[config.mk]
export PLATFORM = sky130hd
export DESIGN_NAME = snoop_addr_arbiter
export DESIGN_NICKNAME = d
export VERILOG_FILES = /design/src/rtl/abr_pkg.sv /design/src/rtl/abr_pick.sv /design/src/rtl/abr_grant_dec.sv /design/src/rtl/snoop_addr_arbiter.sv
export SDC_FILE = /design/constraint.sdc
export NUM_CORES = 1
export LEC_CHECK = 0
export BUFFER_PORTS_ARGS = -buffer_cell sky130_fd_sc_hd__buf_2
export CELL_PAD_IN_SITES_DETAIL_PLACEMENT = 1
export CELL_PAD_IN_SITES_GLOBAL_PLACEMENT = 1
export CORE_MARGIN = 4
export CORE_UTILIZATION = 36
export CTS_CLUSTER_SIZE = 16
export DETAILED_ROUTE_END_ITERATION = 7
export PLACE_DENSITY = 0.84
export SYNTH_ARGS = -nofsm -noshare
export SYNTH_HDL_FRONTEND = slang
export SYNTH_SLANG_ARGS = --single-unit
[constraint.sdc]
create_clock -name clk -period 1.7 [get_ports clk]
set_clock_uncertainty 0.1 [all_clocks]
set_input_delay 0.425 -clock clk [delete_from_list [all_inputs] [get_ports clk]]
set_output_delay 0.425 -clock clk [all_outputs]
set_load 0.05 [all_outputs]
[src/rtl/abr_pkg.sv]
package abr_pkg;

    typedef enum logic [2:0] {
        ST_IDLE,
        ST_GRANT,
        ST_TENURE,
        ST_POST_ACK,
        ST_SNOOP_WIN,
        ST_SNOOP_HOLD,
        ST_PUSH
    } abr_state_e;

    function automatic logic grant_state(abr_state_e st);
        return (st == ST_GRANT) || (st == ST_SNOOP_HOLD);
    endfunction

endpackage

[src/rtl/abr_pick.sv]
// First active requester found when searching upward from start_idx, wrapping.
module abr_pick #(
    parameter int N  = 4,
    localparam int IW = $clog2(N)
) (
    input  logic [N-1:0]  req,
    input  logic [IW-1:0] start_idx,
    output logic          found,
    output logic [IW-1:0] idx
);

    always_comb begin
        found = 1'b0;
        idx   = '0;
        for (int i = 0; i < N; i++) begin
            if (!found && req[(int'(start_idx) + i) % N]) begin
                found = 1'b1;
                idx   = IW'((int'(start_idx) + i) % N);
            end
        end
    end

endmodule

[src/rtl/abr_grant_dec.sv]
// Owner index to one-hot active-high grant vector.
module abr_grant_dec #(
    parameter int N  = 4,
    localparam int IW = $clog2(N)
) (
    input  logic          en,
    input  logic [IW-1:0] owner,
    output logic [N-1:0]  gnt
);

    for (genvar g = 0; g < N; g++) begin : g_dec
        assign gnt[g] = en && (owner == IW'(g));
    end

endmodule

[src/rtl/snoop_addr_arbiter.sv]
module snoop_addr_arbiter
    import abr_pkg::*;
#(
    parameter int N          = 4,
    parameter bit COMB_GRANT = 1'b0,
    localparam int IW        = $clog2(N)
) (
    input  logic         clk,
    input  logic         rst_n,
    input  logic [N-1:0] br_n,
    input  logic         ts_n,
    input  logic         aack_n,
    input  logic         artry_n,
    input  logic         push_done,
    output logic [N-1:0] bg_n
);

    abr_state_e    state_q, state_d;
    logic [IW-1:0] owner_q, owner_d;
    logic [IW-1:0] ptr_q, ptr_d;

    logic [N-1:0]  req;
    logic          rr_found, lo_found;
    logic [IW-1:0] rr_idx, lo_idx;
    logic [N-1:0]  gnt;

    assign req = ~br_n;

    abr_pick #(.N(N)) u_rr_pick (
        .req       (req),
        .start_idx (ptr_q),
        .found     (rr_found),
        .idx       (rr_idx)
    );

    abr_pick #(.N(N)) u_lo_pick (
        .req       (req),
        .start_idx ('0),
        .found     (lo_found),
        .idx       (lo_idx)
    );

    function automatic logic [IW-1:0] after(logic [IW-1:0] i);
        return (i == IW'(N - 1)) ? '0 : i + 1'b1;
    endfunction

    // Next-state logic
    always_comb begin
        state_d = state_q;
        owner_d = owner_q;
        ptr_d   = ptr_q;
        unique case (state_q)
            ST_IDLE: begin
                if (rr_found) begin
                    state_d = ST_GRANT;
                    owner_d = rr_idx;
                    ptr_d   = after(rr_idx);
                end
            end
            ST_GRANT: begin
                if (!ts_n)                state_d = ST_TENURE;
                else if (br_n[owner_q])   state_d = ST_IDLE;
            end
            ST_TENURE: begin
                if (!aack_n)              state_d = ST_POST_ACK;
            end
            ST_POST_ACK: begin
                state_d = !artry_n ? ST_SNOOP_WIN : ST_IDLE;
            end
            ST_SNOOP_WIN: begin
                if (lo_found) begin
                    state_d = ST_SNOOP_HOLD;
                    owner_d = lo_idx;
                    ptr_d   = after(lo_idx);
                end else begin
                    state_d = ST_IDLE;
                end
            end
            ST_SNOOP_HOLD: begin
                if (!ts_n)                state_d = ST_PUSH;
                else if (br_n[owner_q])   state_d = ST_IDLE;
            end
            ST_PUSH: begin
                if (push_done)            state_d = ST_IDLE;
            end
            default:                      state_d = ST_IDLE;
        endcase
    end

    // State register
    always_ff @(posedge clk or negedge rst_n) begin
        if (!rst_n) begin
            state_q <= ST_IDLE;
            owner_q <= '0;
            ptr_q   <= '0;
        end else begin
            state_q <= state_d;
            owner_q <= owner_d;
            ptr_q   <= ptr_d;
        end
    end

    // Grant decode: registered view or look-ahead view, picked by parameter
    abr_grant_dec #(.N(N)) u_grant_dec (
        .en    (COMB_GRANT ? grant_state(state_d) : grant_state(state_q)),
        .owner (COMB_GRANT ? owner_d : owner_q),
        .gnt   (gnt)
    );

    // Outputs
    always_comb begin
        bg_n = '1;
        if (rst_n) bg_n = ~gnt;
    end

endmodule

==> reports/results.txt, run 1 <==
Status -> finished, violations left
Violated checks -> setup timing
Hold Path Class -> in2async
Period utilisation layout -> 111%
Finished Cell Area -> 853 µm²
Starting Density -> 39.6%
RSZ-0062 raised after global routing -> yes
Fin. Hold Viols -> 0
Rows -> 13
Post-route insts no fill -> 111
Data arrival, critical path -> 1.91 ns
Slew headroom -> 79.6%
Final Wtd Congestion -> 0.802
PortBufs -> 13
GRT overflow -> 0
Final ANT Viol Nets -> 0
WS Path Type -> reg2reg
Drt total wl -> 2.01 mm
Die area -> 2160 µm²
Synthesis warning total -> 0
Clock Sinks -> 7
Routed WL per cell -> 18.1 µm
Critical path endpoint category -> flop
First-pass GRT wire length -> 3.11 mm
Starting DRT DRC Count -> 5
H-tree lvl count -> 1
Area of placed instances -> 721 µm²
Setup WS pre-CTS -> -0.0231 ns
Final setup margin -> -0.195 ns
Post-layout min period -> 1.89 ns
Hold_buf cts -> 0
Mapped Cells -> 62
IO Count -> 14
Startpoint Class -> flop
CTS tree -> done
PnR Total Power -> 1.49 mW
Cell Area, Synth -> 534 µm²
Largest net degree at the start of global routing -> 9
DIE WIDTH -> 46.5 µm
Clk slew on worst S/H paths -> 0.05 ns
# DRC -> 0
Post-Syn Area per Cell -> 8.62 µm²
Die Y -> 46.5 µm
ANT cells -> 0
Share of layout cells above drive strength 1 -> 55.2%
Endpoints failing setup -> 6
Register area share after synthesis -> 32.8%
Vias in the first global route -> 686
Post-DP HPWL -> 1.51 mm
WP data required -> 1.72 ns
Critical path peak fanout -> 3
Number of max-cap violations -> 0
Critical Path Max Stage Delay -> 0.41 ns
Worst slew pin tran -> 0.307 ns
#FFs+latches synth -> 7
Max frequency -> 528 MHz
Slew Viols, Final -> 0
Cts bufs inserted -> 3
Yosys cell types -> 30
Critical-path cell list -> buf_4 > buf_6 > or3b_4 > a21boi_4 > a311oi_2 > nor2_1
Placed cell count -> 103
CTS Buffer Depth -> 2
Initial antenna violation count -> 0
Total track usage -> 21.6%
Via count -> 637
Root buffer cell -> clkbuf_4
Leak -> 0.389 nW
Net Count, Synth -> 72
DR vias/cell -> 5.74
Clock latency on the worst-skew pair -> 0.25 ns
Initial DRT Pass Iterations -> 4
Max IR drop VDD -> 1.07 mV
Final net count -> 107
PD cells -> 1740 nW/µm²
Area growth syn-to-layout -> 59.7%
Core box area -> 1350 µm²
Worst path slowest cell -> dfrtp_1
[report_power, final]
| part | switching [mW] | leakage (nW) | internal, mW | total, mW |
|---|---|---|---|---|
| Combinational | 0.477 | 0.290 | 0.510 | 0.987 |
| Clock | 0.0598 | 0.0150 | 0.0895 | 0.149 |
| Sequential | 0.0939 | 0.0839 | 0.256 | 0.350 |
| Total | 0.631 | 0.389 | 0.856 | 1.49 |
[logic make-up (layout without fill, tap and decap cells)]
family                 after synthesis  in the layout  synth area share [%]
AO/OA/AOI/OAI                       21             21                  26.2
XOR/XNOR                             1              1                  1.64
buffers and inverters                2             36                  1.41
flip-flops                           7              7                  32.8
multiplexers                         1              1                  4.22
AND/OR/NAND/NOR                     30             30                  33.7
[cell usage after synthesis]
cell type	instances	area share [%]
a21o_1	1	1.4
xor2_1	1	1.6
nand2_1	9	6.3
a21boi_1	1	1.4
a311oi_2	1	2.8
a211oi_1	1	1.4
nand3b_1	1	1.4
and2_1	1	1.2
or2b_2	1	1.6
or3_4	1	2.1
or3_1	1	1.2
o21ai_0	6	5.6
o2111ai_1	2	3.3
or3b_4	1	2.1
and2b_2	1	1.6
mux4_2	1	4.2
inv_1	2	1.4
a41oi_1	1	1.6
a21o_2	1	1.6
nand4_1	3	3.5
nor2_1	5	3.5
a21oi_1	5	4.7
dfrtp_1	7	33
o21ai_1	1	0.94
nor2b_2	1	1.6
o211ai_1	1	1.4
nand3_1	1	0.94
nor2b_1	2	2.3
and4bb_2	1	2.3
or4b_2	1	1.9
[state kept, by name, indices dropped and copies added (netlist names)]
name     count
state_q      3
owner_q      2
ptr_q        2
[what timing repair did]
item / CTS / global route
resized for setup: 13 / 10
pin swaps: 2 / 4
endpoints found under the setup margin: 4 / 6
buffers inserted: 3 / 2
[cell type report]
type | instances | area (µm²)
fillers | 169 | 497
multi-input cells | 53 | 395
repair buffers | 30 | 229
clock buffers | 4 | 26.3
inverters | 2 | 7.51
well taps | 15 | 18.8
flip-flops and latches | 7 | 176
[placed cells by master (no fill, tap or decap), types with 3 or more instances in the layout]
master / count
nand4_1: 3
o21ai_0: 6
buf_2: 9
nand2_1: 6
a21oi_1: 5
dfrtp_1: 6
buf_6: 5
buf_4: 15
nand2_2: 3
clkbuf_4: 3
[worst max-delay path, delay by kind of cell, from the launching register on]
family	cells	cell delay (ns)
AO/OA/AOI/OAI	2	0.50
buffers and inverters	2	0.26
flip-flops	1	0.41
AND/OR/NAND/NOR	2	0.49
[metrics by stage]
stage / util (%) / TNS (ns) / hold WS (ns)
2_1_floorplan: - / 0 / 0.0294
3_3_place_gp: 53.4 / 0 / 0.243
3_5_place_dp: 53.4 / -0.0267 / 0.263
4_1_cts: 60.1 / -0.640 / 0.00988
5_1_grt: 63.2 / -1.27 / 0.00382
6_report: 63.2 / -0.941 / 0.0110
[path summary, 6_finish.rpt]
path / from / slack, ns / cells past startpoint / to
min in group clk: ts_n / 0.30 / 2 / state_q[1]
hold / removal: rst_n / 0.01 / 2 / state_q[0]
hold reg to reg: ptr_q[0] / 0.53 / 2 / ptr_q[0]
setup reg to reg: state_q[1] / -0.19 / 6 / owner_q[0]
setup / recovery: state_q[1] / -0.19 / 6 / owner_q[0]
max in group asynchronous: rst_n / 1.34 / 2 / owner_q[0]
[routing by layer]
metal | wire length, µm | vias up | track usage (%)
li1 | - | 304 | -
met1 | 698 | 309 | 19.0
met4 | 35 | 0 | 5.11
met5 | 0 | - | 0
met2 | 1180 | 20 | 45.3
met3 | 93 | 4 | 6.25
Note: power is estimated with default switching activity, not from simulation.
==> inputs of run 2 (changes only) <==
--- a/config.mk
+++ b/config.mk
@@ -6,13 +6,14 @@
 export NUM_CORES = 1
 export LEC_CHECK = 0
 export BUFFER_PORTS_ARGS = -buffer_cell sky130_fd_sc_hd__buf_2
-export CELL_PAD_IN_SITES_DETAIL_PLACEMENT = 1
+export CELL_PAD_IN_SITES_DETAIL_PLACEMENT = 0
 export CELL_PAD_IN_SITES_GLOBAL_PLACEMENT = 1
 export CORE_MARGIN = 4
 export CORE_UTILIZATION = 36
 export CTS_CLUSTER_SIZE = 16
 export DETAILED_ROUTE_END_ITERATION = 7
 export PLACE_DENSITY = 0.84
+export SLEW_MARGIN = 20
 export SYNTH_ARGS = -nofsm -noshare
 export SYNTH_HDL_FRONTEND = slang
 export SYNTH_SLANG_ARGS = --single-unit
==> reports/results.txt, run 2 (synthesis results as in run 1) <==
Status -> finished, violations left (unchanged)
Violated checks -> setup timing (unchanged)
CP Buf/Inv Count -> 1 (was 2)
Core box area -> 1350 µm² (unchanged)
Final net count -> 109 (was 107)
WS Path Type -> reg2out (was reg2reg)
Via count -> 619 (was 637)
Starting Density -> 39.6% (unchanged)
Hold Path Class -> in2reg (was in2async)
Post-Route Utilization -> 63.6% (was 63.2%)
Area of placed instances -> 721 µm² (unchanged)
CTS Buffer Depth -> 2 (unchanged)
Period utilisation layout -> 111% (about the same)
Most flops, register -> state_q (unchanged)
CTS tree -> done (unchanged)
Initial DRT Pass Iterations -> 2 (was 4)
Area growth syn-to-layout -> 60.7% (was 59.7%)
Setup TNS Final -> -0.476 ns (was -0.941 ns)
Final Wtd Congestion -> 0.802 (unchanged)
ANT cells -> 0 (unchanged)
Startpoint Class -> flop (unchanged)
DIE WIDTH -> 46.5 µm (unchanged)
Endpoints failing setup -> 5 (was 6)
Share of layout cells above drive strength 1 -> 53.1% (was 55.2%)
Setup WS pre-CTS -> 0.0145 ns (was -0.0231 ns)
Post-layout min period -> 1.88 ns (was 1.89 ns)
# DRC -> 0 (unchanged)
Biggest regs -> state_q (3), owner_q (2), ptr_q (2) (unchanged)
WHS -> 0.291 ns (was 0.0110 ns)
Largest net degree at the start of global routing -> 9 (unchanged)
Hold_sp -> ts_n
Clock latency on the worst-skew pair -> 0.26 ns (was 0.25 ns)
Critical path endpoint category -> primary output (was flop)
First-pass GRT wire length -> 2.84 mm (was 3.11 mm)
Drt total wl -> 1.72 mm (was 2.01 mm)
Die Y -> 46.5 µm (unchanged)
FF-to-FF Start -> state_q[1] (unchanged)
Total track usage -> 19.1% (was 21.6%)
GRT overflow -> 0 (unchanged)
Die area -> 2160 µm² (unchanged)
WP data required -> 1.17 ns (was 1.72 ns)
PD cells -> 1690 nW/µm² (was 1740 nW/µm²)
Finished Cell Area -> 858 µm² (was 853 µm²)
Number of max-cap violations -> 0 (unchanged)
Crit path launch -> state_q[1] (unchanged)
Fin. Hold Viols -> 0 (unchanged)
Routed WL per cell -> 15.2 µm (was 18.1 µm)
H-tree lvl count -> 1 (unchanged)
Slew Viols, Final -> 0 (unchanged)
Slew headroom -> 76.2% (was 79.6%)
Final ANT Viol Nets -> 0 (unchanged)
Critical Path Max Stage Delay -> 0.39 ns (was 0.41 ns)
Most frequent cells in the layout -> buf_4 (18), buf_2 (9), nand2_1 (8), dfrtp_1 (7), o21ai_0 (6) (was buf_4 (15), buf_2 (9), nand2_1 (6), o21ai_0 (6), dfrtp_1 (6))
Data arrival, critical path -> 1.35 ns (was 1.91 ns)
Critical-path cell list -> nor2b_2 > nand2_2 > or3_4 > buf_6 (was buf_4 > buf_6 > or3b_4 > a21boi_4 > a311oi_2 > nor2_1)
Rows -> 13 (unchanged)
Leak -> 0.395 nW (was 0.389 nW)
Vias in the first global route -> 637 (was 686)
Critical path peak fanout -> 2 (was 3)
RSZ-0062 raised after global routing -> yes (unchanged)
Post-DP HPWL -> 1.24 mm (was 1.51 mm)
Max IR drop VDD -> 0.927 mV (was 1.07 mV)
Max frequency -> 532 MHz (was 528 MHz)
Worst slew pin tran -> 0.356 ns (was 0.307 ns)
Root buffer cell -> clkbuf_4 (unchanged)
Worst path slowest cell -> dfrtp_1 (unchanged)
Final setup margin -> -0.180 ns (was -0.195 ns)
Initial antenna violation count -> 0 (unchanged)
Cts bufs inserted -> 3 (unchanged)
Largest delay contributor family on the critical path -> simple AND/OR/NAND/NOR gates (was compound AO/OA/AOI/OAI gates)
Commonest non-fill, non-tap cell in the layout -> buf_4 (unchanged)
IO Count -> 14 (unchanged)
Number of flip-flops in the largest register -> 3 (unchanged)
Clk slew on worst S/H paths -> 0.06 ns (was 0.05 ns)
Clock Sinks -> 7 (unchanged)
PortBufs -> 13 (unchanged)
Starting DRT DRC Count -> 5 (unchanged)
DR vias/cell -> 5.48 (was 5.74)
==> run 2: cell count changes in the layout (fill, tap and decap cells not counted), sizes merged <==
cell / change
buf: +1
clkbuf: -1
clkinv: +1
dlygate4sd3: +1
==> run 2: repair_timing <==
item / CTS / global route
buffers inserted: 3 / 2
pin swaps: 2 / 5
setup endpoints to repair: 4 / 6
hold buffers: 1 / 0
resized for setup: 9 / 7
endpoints found under the hold margin: 7 / 0
==> run 2: area by class of cell <==
| type | count | area [µm²] |
|---|---|---|
| clock inverters | 1 | 5.00 |
| inverters | 2 | 7.51 |
| repair buffers | 32 | 235 |
| flip-flops and latches | 7 | 175 |
| fillers | 133 | 492 |
| well taps | 15 | 18.8 |
| multi-input cells | 53 | 394 |
| clock buffers | 3 | 22.5 |
==> run 2: metrics by stage <==
| step | power (mW) | cells |
|---|---|---|
| after floorplan | 0.790 | 62 |
| after global placement | 1.09 | 103 |
| after detailed placement | 1.12 | 103 |
| after CTS | 1.37 | 111 |
| after global routing | 1.57 | 113 |
| final | 1.45 | 113 |
==> run 2: routing by layer <==
layer	global-route usage (%)	part of all wire [%]
met1	20.9	40
met5	0	0
met3	1.17	3.7
met4	10.2	0.93
met2	35.7	55
==> run 2: worst paths after layout <==
check | endpoint | cells past startpoint | slack (ns)
setup / recovery | bg_n[0] | 4 | -0.18
setup reg to reg | owner_q[0] | 5 | -0.04
hold / removal | state_q[1] | 2 | 0.29
hold reg to reg | ptr_q[0] | 2 | 0.55
max in group asynchronous | owner_q[0] | 3 | 0.61
min in group asynchronous | state_q[0] | 3 | 0.62
==> run 2: power breakdown <==
group	total [mW]	internal [mW]	switching, mW
sequential	0.338	0.253	0.0851
combinational	0.951	0.504	0.448
clock	0.160	0.0866	0.0730
total	1.45	0.843	0.606
